<file path="config.mk">
export PLATFORM = sky130hd
export DESIGN_NAME = qrg_gate_ctrl
export DESIGN_NICKNAME = d
export VERILOG_FILES = /design/src/rtl/qrg_pkg.sv /design/src/rtl/qrg_cycle_timer.sv /design/src/rtl/qrg_gate_ctrl.sv
export SDC_FILE = /design/constraint.sdc
export NUM_CORES = 1
export LEC_CHECK = 0
export BUFFER_PORTS_ARGS = -buffer_cell sky130_fd_sc_hd__buf_2
export CORE_ASPECT_RATIO = 0.7
export CORE_MARGIN = 2
export CORE_UTILIZATION = 48
export CTS_CLUSTER_DIAMETER = 50
export DETAILED_ROUTE_END_ITERATION = 16
export PLACE_DENSITY = 0.7
export RECOVER_POWER = 50
export SLEW_MARGIN = 20
export SYNTH_ARGS = -nofsm -noshare
export SYNTH_HDL_FRONTEND = slang
export SYNTH_SLANG_ARGS = --single-unit
</file>
<file path="constraint.sdc">
create_clock -name clk -period 3.8 [get_ports clk]
set_input_delay 0.38 -clock clk [delete_from_list [all_inputs] [get_ports clk]]
set_output_delay 0.38 -clock clk [all_outputs]
set_load 0.02 [all_outputs]
</file>
<file path="src/rtl/qrg_pkg.sv">
package qrg_pkg;

    typedef enum logic [1:0] {
        OFF_FB    = 2'd0,
        OFF_TON   = 2'd1,
        OFF_ILIM  = 2'd2,
        OFF_LATCH = 2'd3
    } off_cause_e;

    typedef struct packed {
        logic       gate;
        logic       latch;
        off_cause_e cause;
    } ctl_state_t;

endpackage

</file>
<file path="src/rtl/qrg_cycle_timer.sv">
// Saturating cycle counter with two hit flavours chosen by LOOKAHEAD:
//   LOOKAHEAD=1 : hit_o when this counted cycle completes len_i cycles
//   LOOKAHEAD=0 : hit_o once len_i cycles have already been counted
module qrg_cycle_timer #(
    parameter int W         = 8,
    parameter bit LOOKAHEAD = 1'b1
) (
    input  logic         clk,
    input  logic         rst_n,
    input  logic         clr_i,
    input  logic         inc_i,
    input  logic [W-1:0] len_i,
    output logic         hit_o
);

    localparam logic [W-1:0] CNT_MAX = {W{1'b1}};

    logic [W-1:0] cnt_q, cnt_d;
    logic [W:0]   cnt_plus;

    assign cnt_plus = {1'b0, cnt_q} + {{W{1'b0}}, 1'b1};

    always_comb begin
        cnt_d = cnt_q;
        if (clr_i) begin
            cnt_d = '0;
        end else if (inc_i && (cnt_q != CNT_MAX)) begin
            cnt_d = cnt_plus[W-1:0];
        end
    end

    always_ff @(posedge clk) begin
        if (!rst_n) cnt_q <= '0;
        else        cnt_q <= cnt_d;
    end

    generate
        if (LOOKAHEAD) begin : g_look
            assign hit_o = inc_i && (cnt_plus >= {1'b0, len_i});
        end else begin : g_past
            assign hit_o = (cnt_q >= len_i);
        end
    endgenerate

    // Saturation: a full counter never wraps back unless cleared
    assert_no_wrap_R4: assert property (@(posedge clk) disable iff (!rst_n)
        (cnt_q == CNT_MAX && !clr_i) |=> (cnt_q == CNT_MAX));

    // A clear always brings the count back to zero
    assert_clear_zero_R8: assert property (@(posedge clk) disable iff (!rst_n)
        clr_i |=> (cnt_q == '0));

endmodule

</file>
<file path="src/rtl/qrg_gate_ctrl.sv">
module qrg_gate_ctrl
    import qrg_pkg::*;
#(
    parameter int ONT_W = 16,
    parameter int BLK_W = 8
) (
    input  logic             clk,
    input  logic             rst_n,
    input  logic             turn_on_req_i,
    input  logic             fb_trip_i,
    input  logic             ilim_trip_i,
    input  logic             short_trip_i,
    input  logic [ONT_W-1:0] ton_max_i,
    input  logic [BLK_W-1:0] leb_len_i,
    input  logic [BLK_W-1:0] ssw_len_i,
    output logic             gate_o,
    output logic             latched_o,
    output logic [1:0]       off_cause_o
);

    ctl_state_t st_q, st_d;

    logic start_on;
    logic ton_hit;
    logic leb_open;
    logic short_fire;
    logic ilim_off;

    assign start_on = !st_q.gate && !st_q.latch && turn_on_req_i && !short_fire;
    assign ilim_off = st_q.gate && ilim_trip_i && leb_open;

    // On-time budget: counts high cycles, fires on the last allowed one
    qrg_cycle_timer #(.W(ONT_W), .LOOKAHEAD(1'b1)) u_ton (
        .clk   (clk),
        .rst_n (rst_n),
        .clr_i (start_on),
        .inc_i (st_q.gate),
        .len_i (ton_max_i),
        .hit_o (ton_hit)
    );

    // Leading-edge blanking: current limit is seen once blanking has elapsed
    qrg_cycle_timer #(.W(BLK_W), .LOOKAHEAD(1'b0)) u_leb (
        .clk   (clk),
        .rst_n (rst_n),
        .clr_i (start_on),
        .inc_i (st_q.gate),
        .len_i (leb_len_i),
        .hit_o (leb_open)
    );

    // Short-circuit spike filter: consecutive active cycles only
    qrg_cycle_timer #(.W(BLK_W), .LOOKAHEAD(1'b1)) u_ssw (
        .clk   (clk),
        .rst_n (rst_n),
        .clr_i (!short_trip_i),
        .inc_i (short_trip_i),
        .len_i (ssw_len_i),
        .hit_o (short_fire)
    );

    always_comb begin
        st_d = st_q;
        if (short_fire) begin
            st_d.latch = 1'b1;
            st_d.gate  = 1'b0;
            st_d.cause = OFF_LATCH;
        end else if (st_q.gate) begin
            if (ilim_off) begin
                st_d.gate  = 1'b0;
                st_d.cause = OFF_ILIM;
            end else if (ton_hit) begin
                st_d.gate  = 1'b0;
                st_d.cause = OFF_TON;
            end else if (fb_trip_i) begin
                st_d.gate  = 1'b0;
                st_d.cause = OFF_FB;
            end
        end else if (start_on) begin
            st_d.gate = 1'b1;
        end
    end

    always_ff @(posedge clk) begin
        if (!rst_n) begin
            st_q.gate  <= 1'b0;
            st_q.latch <= 1'b0;
            st_q.cause <= OFF_FB;
        end else begin
            st_q <= st_d;
        end
    end

    assign gate_o      = st_q.gate;
    assign latched_o   = st_q.latch;
    assign off_cause_o = st_q.cause;

    // latched shutdown keeps the gate low and is sticky
    assert_latch_gate_low_R9: assert property (@(posedge clk) disable iff (!rst_n)
        st_q.latch |-> !st_q.gate);
    assert_latch_sticky_R9: assert property (@(posedge clk) disable iff (!rst_n)
        st_q.latch |=> st_q.latch);

    // feedback trip while high ends the pulse at the next edge
    assert_fb_off_R3: assert property (@(posedge clk) disable iff (!rst_n)
        (st_q.gate && fb_trip_i) |=> !st_q.gate);

    // unblanked current limit ends the pulse at the next edge
    assert_ilim_off_R5: assert property (@(posedge clk) disable iff (!rst_n)
        (st_q.gate && ilim_trip_i && leb_open) |=> (!st_q.gate && st_q.cause != OFF_FB));

    // on-time expiry ends the pulse at the next edge
    assert_ton_off_R4: assert property (@(posedge clk) disable iff (!rst_n)
        (st_q.gate && ton_hit) |=> !st_q.gate);

    // an accepted request raises the gate at the next edge
    assert_turn_on_R2: assert property (@(posedge clk) disable iff (!rst_n)
        (!st_q.gate && !st_q.latch && turn_on_req_i && !short_fire) |=> st_q.gate);

    // a completed filter window latches at the next edge
    assert_short_latch_R7: assert property (@(posedge clk) disable iff (!rst_n)
        short_fire |=> (st_q.latch && st_q.cause == OFF_LATCH));

endmodule

</file>
==> summary.md <==
| Metric | Value |
|---|---|
| Worst-Skew Late Latency | 280 ps |
| Global route overflow | 0 |
| Max Slew Vio Count | 0 |
| Final hold slack | 392.5 ps |
| Initial antenna violation count | 0 |
| Mapped Nets | 398 |
| Largest cells by area after synthesis | dfxtp_1, ha_1, xnor2_1 |
| PnR Total Power | 0.0007739 W |
| Detailed Routing Iterations Pass 1 | 4 |
| Synth Area in Compound Gates | 11.33% |
| Die area | 0.005998 mm2 |
| Initial Utilization | 49.43% |
| Floorplan core area | 0.005230 mm2 |
| Top-area cell type share of the netlist area | 27.88% |
| Post-Syn Instances | 325 |
| Syn Area/Cell | 7.954 um2 |
| Fraction of layout cells with a size suffix above 1 | 14.29% |
| DRC Markers | 0 |
| XOR/XNOR share of the synthesized area | 13.89% |
| Via-to-Cell Ratio | 5.115 |
| Chip Height | 65.40 um |
| Simple-gate area share of the yosys netlist | 23.04% |
| Min-delay worst type | input port to flop |
| Worst Max-Slew Pin Slew | 738.9 ps |
| Most common cell after layout, fill and taps aside | nor2_1 |
| Setup CP Type | flop to flop |
| I/O pin cnt | 42 |
| P per Cell Area | 262.0 mW/mm2 |
| Wirelength per Cell | 11.83 um |
| Area grow syn2layout | 14.28% |
| Fill count | 507 |
| Max Fclk | 0.2976 GHz |
| First-pass GRT wire length | 8963 um |
| Hold_buf cts | 0 |
| Post-CTS setup buffer count | 0 |
| Ys Warns | 0 |
| TritonCTS buffer count | 5 |
| Design Area, Final | 0.002954 mm2 |
| DP Area | 0.002872 mm2 |
| Finished Layout Cells | 443 |
| Leakage power | 1.373 nW |
| CP Launch Type | flop |
| Largest family of logic cells by synthesized area | simple AND/OR/NAND/NOR gates |
| N_diodes | 0 |
| Dpl hpwl | 4206 um |
| Mux contribution to synthesized area | 0.7744% |
| Yosys top cell by area | dfxtp_1 |
| CTS Buffer Depth | 2 |
| Post-CTS sizing | 0 |
| Peak VDD IR | 154.3 uV |
| Gr usage total | 18.53% |
| Setup Skew | 4.534 ps |
| Largest net degree at the start of global routing | 25 |
| H-tree Lvls | 2 |
| Status | complete, no violations |
| Setup violations, final | 0 |
| Final #Nets | 443 |
| Fin crit share | 88.44% |
| Post-synthesis cell area | 0.002585 mm2 |
| CP Capture Type | flop |
| # port buffers | 41 |
| Crit Path Max Fanout | 5 |
| Unique cell type count in the Yosys netlist | 45 |
| Vias in the first global route | 2012 |
| Die X | 91.71 um |
| Commonest cells after routing, fill and taps aside | nor2_1, inv_1, buf_2 |
| Clock sinks | 36 |
| RePlAce Congestion | 0.8819 |
| Routed wire length | 5239 um |
| CTS tree | yes |
| Min Tclk post-route | 3361 ps |
| Post-Synth Adder-Cell Area | 16.94% |
| CTS root buffer | clkbuf_8 |
| CTS clk-pin slew, worst paths | 70 ps |
| Slew HR | 50.51% |
| Placed Cells | 435 |
| Setup TNS | 0 ps |
| Final Hold Vio Count | 0 |
| Critical Path AT | 3530 ps |
| # rows | 22 |
| Number of max-cap violations | 0 |
| #FFs+latches synth | 36 |
| WP data required | 3970 ps |
| Final ANT Viol Nets | 0 |
| DRT iter0 DRCs | 74 |
| Register area share after synthesis | 27.88% |
| RSZ-0062 raised after global routing | no |
| Vias | 2266 |
sequential cells by signal (all words and copies together) (netlist names):
register     cells
u_ton.cnt_q     16
u_leb.cnt_q      8
u_ssw.cnt_q      8
off_cause_o      2
gate_o           1
latched_o        1
synth_stat cells (all sizes together):
master / count
a211o: 1
a2111oi: 2
xnor2: 24
inv: 38
nand2: 28
or4: 1
buf: 1
a211oi: 2
nor2: 45
a221o: 2
o21a: 1
nand4: 14
nor3: 6
nand3b: 1
o21ba: 3
a31oi: 2
clkbuf: 3
a31o: 1
nor4: 1
o211ai: 1
o22ai: 1
dfxtp: 36
a21oi: 13
or3: 1
o221ai: 1
mux2i: 2
o31ai: 1
a21o: 2
and3: 1
nand2b: 2
and4: 3
a311oi: 1
ha: 35
xor2: 17
nor2b: 4
and2: 3
nand3: 14
or2: 2
o21ai: 9
path summary, 6_finish.rpt:
kind	endpoint	slack, ps	cells after the start	from
setup / recovery	off_cause_o[0]	440	11	u_ton.cnt_q[0]
hold reg to reg	u_ton.cnt_q[1]	500	2	u_ton.cnt_q[1]
hold / removal	gate_o	390	3	fb_trip_i
setup reg to reg	off_cause_o[0]	440	11	u_ton.cnt_q[0]
final cells by class:
| cell class | count | area [um2] | area share [%] |
|---|---|---|---|
| Inverter | 38 | 142.6 | 4.828 |
| Clock buffer | 7 | 86.33 | 2.922 |
| Clock inverter | 1 | 7.507 | 0.2541 |
| Sequential cell | 36 | 720.7 | 24.40 |
| Timing Repair Buffer | 42 | 205.2 | 6.946 |
| Multi-Input combinational cell | 247 | 1702 | 57.60 |
| Tap cell | 72 | 90.09 | 3.050 |
metal layers:
metal / vias to the layer above / track usage (%) / wire [um]
li1: 1200 / - / -
met1: 1013 / 26.82 / 2848
met2: 49 / 28.13 / 2137
met3: 4 / 3.670 / 211
met4: 0 / 5.037 / 42
met5: - / 0 / 0
worst max-delay path, stage by stage, from the launching register on:
cell and delay [ps]:
dfxtp_1 410, ha_1 230, nand3_1 180, nor3_2 390, nand4_1 200, xnor2_1 160
ha_1 310, nand4_1 120, nor4_1 70, a2111oi_0 470, o221ai_1 320, a221o_2 390
power breakdown:
part	total, W	switching, W	internal (W)
sequential	0.000391	0.00000754	0.000383
clock	0.000282	0.000135	0.000147
combinational	0.000101	0.0000566	0.0000442
per-stage QoR:
stage          setup WS (ps)  utilization [%]
6_report               439.5            56.48
5_1_grt                207.0            56.48
4_1_cts                423.5            56.70
3_5_place_dp           441.1            54.90
3_3_place_gp           556.6            54.90
2_1_floorplan          958.9                -
logic make-up after synthesis:
| family | Yosys count |
|---|---|
| buffers and inverters | 42 |
| XOR/XNOR | 41 |
| multiplexers | 2 |
| AO/OA/AOI/OAI | 43 |
| flip-flops | 36 |
| adder cells (fa/ha/maj) | 35 |
| AND/OR/NAND/NOR | 126 |
Note: power is estimated with default switching activity, not from simulation.
